### src/rtl/pwrPkg.sv
package pwrPkg;

  typedef enum logic [1:0] {
    PS_D0 = 2'b00,
    PS_D1 = 2'b01,
    PS_D2 = 2'b10,
    PS_D3 = 2'b11
  } pwrState_e;

  // strobes from the per-function control to its datapath
  typedef struct packed {
    logic gate;      // hide decode / master / error enables
    logic blockInt;  // keep interrupt lines low
    logic capture;   // OR live sources into the held register
    logic clrAll;    // wipe command and held interrupts
    logic ldCmd;     // load command register from write data
  } fnStrobe_t;

  localparam int BIT_IO   = 0;
  localparam int BIT_MEM  = 1;
  localparam int BIT_BM   = 2;
  localparam int BIT_PERR = 6;
  localparam int BIT_SERR = 8;

  function automatic logic [31:0] sleepMask();
    logic [31:0] m;
    m = '0;
    m[BIT_IO]   = 1'b1;
    m[BIT_MEM]  = 1'b1;
    m[BIT_BM]   = 1'b1;
    m[BIT_PERR] = 1'b1;
    m[BIT_SERR] = 1'b1;
    return m;
  endfunction

endpackage

### src/rtl/pwrFnCtrl.sv
module pwrFnCtrl
  import pwrPkg::*;
(
  input  logic       clk,
  input  logic       rstN,
  input  logic       pmWrEn,
  input  logic [1:0] pmWrData,
  input  logic       cmdWrEn,
  output pwrState_e  state,
  output fnStrobe_t  strb
);

  pwrState_e reqState;
  logic      acceptWr;
  logic      enterD3;
  logic      inD3;

  assign reqState = pwrState_e'(pmWrData);
  assign inD3     = (state == PS_D3);
  // from D3 the only way out is an explicit D0 request
  assign acceptWr = pmWrEn && (!inD3 || (reqState == PS_D0));
  assign enterD3  = acceptWr && !inD3 && (reqState == PS_D3);

  always_ff @(posedge clk or negedge rstN) begin
    if (!rstN) begin
      state <= PS_D0;
    end else if (acceptWr) begin
      state <= reqState;
    end
  end

  always_comb begin
    strb          = '0;
    strb.gate     = (state == PS_D2) || inD3;
    strb.blockInt = (state == PS_D2) || inD3;
    strb.capture  = (state == PS_D2);
    strb.clrAll   = inD3 || enterD3;
    strb.ldCmd    = cmdWrEn && !(inD3 || enterD3);
  end

  AST_D3_EXIT_ONLY_D0: assert property (@(posedge clk) disable iff (!rstN)
    (state == PS_D3) |=> (state == PS_D3) || (state == PS_D0));

  AST_D3_STAYS: assert property (@(posedge clk) disable iff (!rstN)
    (state == PS_D3) && !pmWrEn |=> (state == PS_D3));

endmodule

### src/rtl/pwrFnData.sv
module pwrFnData
  import pwrPkg::*;
#(
  parameter int CMD_W = 11,
  parameter int INT_W = 2
) (
  input  logic             clk,
  input  logic             rstN,
  input  fnStrobe_t        strb,
  input  logic [CMD_W-1:0] cmdWrData,
  input  logic [INT_W-1:0] intSrc,
  input  logic [INT_W-1:0] intAck,
  output logic [CMD_W-1:0] cmdReg,
  output logic [CMD_W-1:0] cmdEff,
  output logic [INT_W-1:0] intOut
);

  localparam logic [31:0]      MASK_FULL = sleepMask();
  localparam logic [CMD_W-1:0] GATE_MASK = MASK_FULL[CMD_W-1:0];

  logic [INT_W-1:0] held;

  always_ff @(posedge clk or negedge rstN) begin
    if (!rstN) begin
      cmdReg <= '0;
    end else if (strb.clrAll) begin
      cmdReg <= '0;
    end else if (strb.ldCmd) begin
      cmdReg <= cmdWrData;
    end
  end

  always_ff @(posedge clk or negedge rstN) begin
    if (!rstN) begin
      held <= '0;
    end else if (strb.clrAll) begin
      held <= '0;
    end else if (strb.capture) begin
      held <= held | intSrc;
    end else begin
      held <= held & ~intAck;
    end
  end

  assign cmdEff = strb.gate ? (cmdReg & ~GATE_MASK) : cmdReg;
  assign intOut = strb.blockInt ? '0 : (intSrc | held);

  AST_WIPE_CMD: assert property (@(posedge clk) disable iff (!rstN)
    strb.clrAll |=> (cmdReg == '0));

  AST_HELD_STICKY: assert property (@(posedge clk) disable iff (!rstN)
    strb.capture && !strb.clrAll |=> ((held & $past(held)) == $past(held)));

endmodule

### src/rtl/pwrStateCtl.sv
module pwrStateCtl
  import pwrPkg::*;
#(
  parameter int NUM_FUNC = 2,
  parameter int CMD_W    = 11,
  parameter int INT_W    = 2
) (
  input  logic                      clk,
  input  logic                      rstN,
  input  logic [NUM_FUNC-1:0]       cmdWrEn,
  input  logic [NUM_FUNC*CMD_W-1:0] cmdWrData,
  input  logic [NUM_FUNC-1:0]       pmWrEn,
  input  logic [NUM_FUNC*2-1:0]     pmWrData,
  input  logic [NUM_FUNC*INT_W-1:0] intSrc,
  input  logic [NUM_FUNC*INT_W-1:0] intAck,
  output logic [NUM_FUNC*2-1:0]     pwrState,
  output logic [NUM_FUNC*CMD_W-1:0] cmdStored,
  output logic [NUM_FUNC*CMD_W-1:0] cmdEff,
  output logic [NUM_FUNC*INT_W-1:0] intOut,
  output logic [NUM_FUNC-1:0]       coreSleep,
  output logic [NUM_FUNC-1:0]       softRst,
  output logic                      clkMulEn
);

  localparam logic [31:0]      MASK_FULL = sleepMask();
  localparam logic [CMD_W-1:0] GATE_MASK = MASK_FULL[CMD_W-1:0];

  for (genvar i = 0; i < NUM_FUNC; i++) begin : g_fn
    pwrState_e fnState;
    fnStrobe_t fnStrb;

    pwrFnCtrl u_ctrl (
      .clk      (clk),
      .rstN     (rstN),
      .pmWrEn   (pmWrEn[i]),
      .pmWrData (pmWrData[i*2 +: 2]),
      .cmdWrEn  (cmdWrEn[i]),
      .state    (fnState),
      .strb     (fnStrb)
    );

    pwrFnData #(.CMD_W(CMD_W), .INT_W(INT_W)) u_data (
      .clk       (clk),
      .rstN      (rstN),
      .strb      (fnStrb),
      .cmdWrData (cmdWrData[i*CMD_W +: CMD_W]),
      .intSrc    (intSrc[i*INT_W +: INT_W]),
      .intAck    (intAck[i*INT_W +: INT_W]),
      .cmdReg    (cmdStored[i*CMD_W +: CMD_W]),
      .cmdEff    (cmdEff[i*CMD_W +: CMD_W]),
      .intOut    (intOut[i*INT_W +: INT_W])
    );

    assign pwrState[i*2 +: 2] = fnState;
    assign coreSleep[i]       = (fnState == PS_D2) || (fnState == PS_D3);
    assign softRst[i]         = (fnState == PS_D3);

    AST_SLEEP_GATED: assert property (@(posedge clk) disable iff (!rstN)
      coreSleep[i] |-> ((cmdEff[i*CMD_W +: CMD_W] & GATE_MASK) == '0));

    AST_AWAKE_PASS: assert property (@(posedge clk) disable iff (!rstN)
      !coreSleep[i] |-> (cmdEff[i*CMD_W +: CMD_W] == cmdStored[i*CMD_W +: CMD_W]));

    AST_RST_QUIET: assert property (@(posedge clk) disable iff (!rstN)
      softRst[i] |-> (intOut[i*INT_W +: INT_W] == '0) && (cmdStored[i*CMD_W +: CMD_W] == '0));
  end

  assign clkMulEn = ~&softRst;

  AST_CLK_OFF_BOTH: assert property (@(posedge clk) disable iff (!rstN)
    !clkMulEn |-> (&coreSleep) && (&softRst));

endmodule

### config.mk
export PLATFORM = sky130hd
export DESIGN_NAME = pwrStateCtl
export DESIGN_NICKNAME = d
export VERILOG_FILES = /design/src/rtl/pwrPkg.sv /design/src/rtl/pwrFnCtrl.sv /design/src/rtl/pwrFnData.sv /design/src/rtl/pwrStateCtl.sv
export SDC_FILE = /design/constraint.sdc
export NUM_CORES = 1
export LEC_CHECK = 0
export CAP_MARGIN = 20
export CELL_PAD_IN_SITES_DETAIL_PLACEMENT = 0
export CELL_PAD_IN_SITES_GLOBAL_PLACEMENT = 1
export CORE_MARGIN = 2
export CORE_UTILIZATION = 27
export DETAILED_ROUTE_END_ITERATION = 12
export HOLD_SLACK_MARGIN = 0.05
export PLACE_DENSITY_LB_ADDON = 0.12
export SYNTH_ARGS = -nofsm -noshare
export SYNTH_HDL_FRONTEND = slang
export SYNTH_HIERARCHICAL = 1
export SYNTH_SLANG_ARGS = --single-unit
### constraint.sdc
create_clock -name clk -period 2.45 [get_ports clk]
set_clock_uncertainty 0.05 [all_clocks]
set_input_delay 0.735 -clock clk [delete_from_list [all_inputs] [get_ports clk]]
set_output_delay 0.735 -clock clk [all_outputs]
set_load 0.01 [all_outputs]
==> impl_metrics.toml <==
[cells_and_area]
antenna_cells = 0
layout-drive-gt1-share_pct = 5.91
multi_input_area_um2 = 609
mostFrequentLayoutCells = "92 x clkdlybuf4s50_1, 30 x nor2_1, 29 x dfrtp_1"
fin_util_pct = 46.2
seq_area_um2 = 752
postLayoutCellArea_um2 = 2530
fillers = 535
layout.nets = 276
final_common_cell = "clkdlybuf4s50_1"
area_growth_pct = 67.2

[sta]
worst_pin_slew_ps = 669
grt_setup_unrepaired = "false"
slew_headroom_pct = 55.4
hold_viol = 0
period_needed_ps = 2410
final-setup-viol-count = 0
max_freq_ghz = 0.416
timing.final.crit_share_pct = 98.2
finalMaxSlewViolations = 0

[drt]
num_vias = 1315
wl_per_cell_um = 12.8
first_pass_iters = 4
drt-initial-drc-count = 36
ant_nets = 0
viasPerCell = 4.26
totalWireLength_um = 3960
drc = 0

[clocking]
clock_latency_ps = 270
cts_tree = "yes"
clockBufferDepth = 2
htree_levels = 2
cts-buffers-inserted = 5
clk_pin_slew_ps = 60
numClockSinks = 30
hold_buffers = 0
cts_resized = 5
cts_setup_buffers = 0
clockRootBuffer = "clkbuf_8"

[synthesis]
yosysWarningCount = 6
syn_inst = 151
synthTopCellsByArea = "dfrtp_1 50%, mux2i_1 17%, nor2_1 7.4%, buf_4 6.9%, nor2b_1 5.0%"
synth_compound_area_share_pct = 2.65
avgSynthCellArea_um2 = 10.0
synth_top_area_cell = "dfrtp_1"
synth_top_family_by_area = "simple AND/OR/NAND/NOR gates"
synth.distinct_cells = 17
synth_xor_area_share_pct = 0
synth_nets = 191
seq_area_frac_synth_pct = 49.6
synthMuxAreaShare_pct = 17.2
synth_seq_cells = 30
synthSimpleGateAreaFrac_pct = 20.4
synthAdderAreaFrac_pct = 0
yosys.area.top_type_share_pct = 49.6
synth_area_um2 = 1510

[global_route]
grt_pass1_vias = 1335
track_usage_pct = 12.5
grt_max_degree = 31
grt_overflow = 0
antenna_found_initial = 0
grt_pass1_wl_um = 6110

[floorplan]
fp.dieArea_um2 = 6220
die_w_um = 78.9
io_pins = 97
start_util_pct = 27.6
fp-row-count = 27
core_um2 = 5470
die_height_um = 78.9

[power]
power_density_nw_per_um2 = 610
peakVddDrop_v = 0.000193
total_leakage_power_uw = 0.00107

[placement]
portBuffers = 96
placed_area_um2 = 2440
place.gp.congestion = 0.701
hpwl_um = 3000

[setup_path]
ff2ff_setup_slack_ps = 560
cp-end-kind = "primary output"
r2r_end = "g_fn[1].u_data/cmdReg[3]"
arrival_ps = 1620
worstReg2RegStart = "g_fn[1].u_ctrl/state[1]"
reg2reg_depth = 5
required_ps = 1660
crit_type = "primary input to primary output"
startpoint_type = "primary input"
critPathMaxFanout = 2

[min_path]
hold_class = "register to register"
whs_path_depth = 2
holdPathEnd = "g_fn[1].u_data/cmdReg[8]"
hp-start = "g_fn[1].u_data/cmdReg[8]"

[run]
cap_violations = 0

[run_status]
status = "finished, final reports clean"
[cell usage after synthesis (all sizes together)]
cell / instances
buf: 18
and2: 2
nand2: 8
and3: 2
o21ai: 4
nand2b: 4
clkbuf: 4
dfrtp: 30
nand4: 1
a21oi: 4
nand3: 6
mux2i: 26
nor2: 30
nor2b: 12
[how the worst max path moves through the flow]
stage	end	slack (ps)	cells past startpoint	from
2_1_floorplan	cmdEff[11]	720	3	g_fn[1].u_ctrl/state[1]
3_3_place_gp	intOut[1]	-210	4	intSrc[1]
3_5_place_dp	intOut[2]	-240	4	intSrc[2]
4_1_cts	intOut[2]	40	4	intSrc[2]
5_1_grt	intOut[1]	6	4	intSrc[1]
6_report	intOut[2]	40	4	intSrc[2]
[through the flow]
stage               instances  hold slack (ps)  total power, uW  setup WS (ps)  setup TNS [ps]
floorplan                 151              389              877            724               0
global placement          301              472             1150           -210            -791
detailed placement        301              492             1160           -241            -901
CTS                       309              505             1570           36.8               0
global route              309              525             1640           6.31               0
finish                    309              496             1540           43.8               0
[sequential cells by signal, summed over array words and instances (netlist names)]
| register | count |
|---|---|
| g_fn.u_ctrl/state | 4 |
| g_fn.u_data/cmdReg | 22 |
| g_fn.u_data/held | 4 |
[layout make-up]
class | count | area share [%]
timing repair buffer | 100 | 39.0
sequential | 30 | 29.7
multi-input combinational | 99 | 24.1
tap | 72 | 3.56
clock buffer | 7 | 3.41
clock inverter | 1 | 0.198
[per-layer routing]
layer  track usage (%)  vias to the layer above  part of all wire (%)
met3              4.32                        2                   8.7
met1              15.6                      602                    43
li1                  -                      646                     -
met4              3.62                        0                  0.38
met5                 0                        -                     0
met2              20.8                       65                    48
[critical path: stages]
cell             delay, ps
clkdlybuf4s50_1        470
nor2_1                  40
nor2_1                  90
dlygate4sd2_1          280
[cell families (layout without fill, tap and decap cells)]
kind of cell | count (synthesis) | after routing
AND/OR/NAND/NOR | 65 | 65
flip-flops | 30 | 30
multiplexers | 26 | 26
buffers and inverters | 22 | 108
AO/OA/AOI/OAI | 8 | 8
[where the power goes]
part | switching [uW] | internal [uW]
Combinational | 211 | 304
Sequential | 66.6 | 554
Clock | 180 | 226
Total | 457 | 1080
No activity file was read; power rests on OpenSTA's default activity.
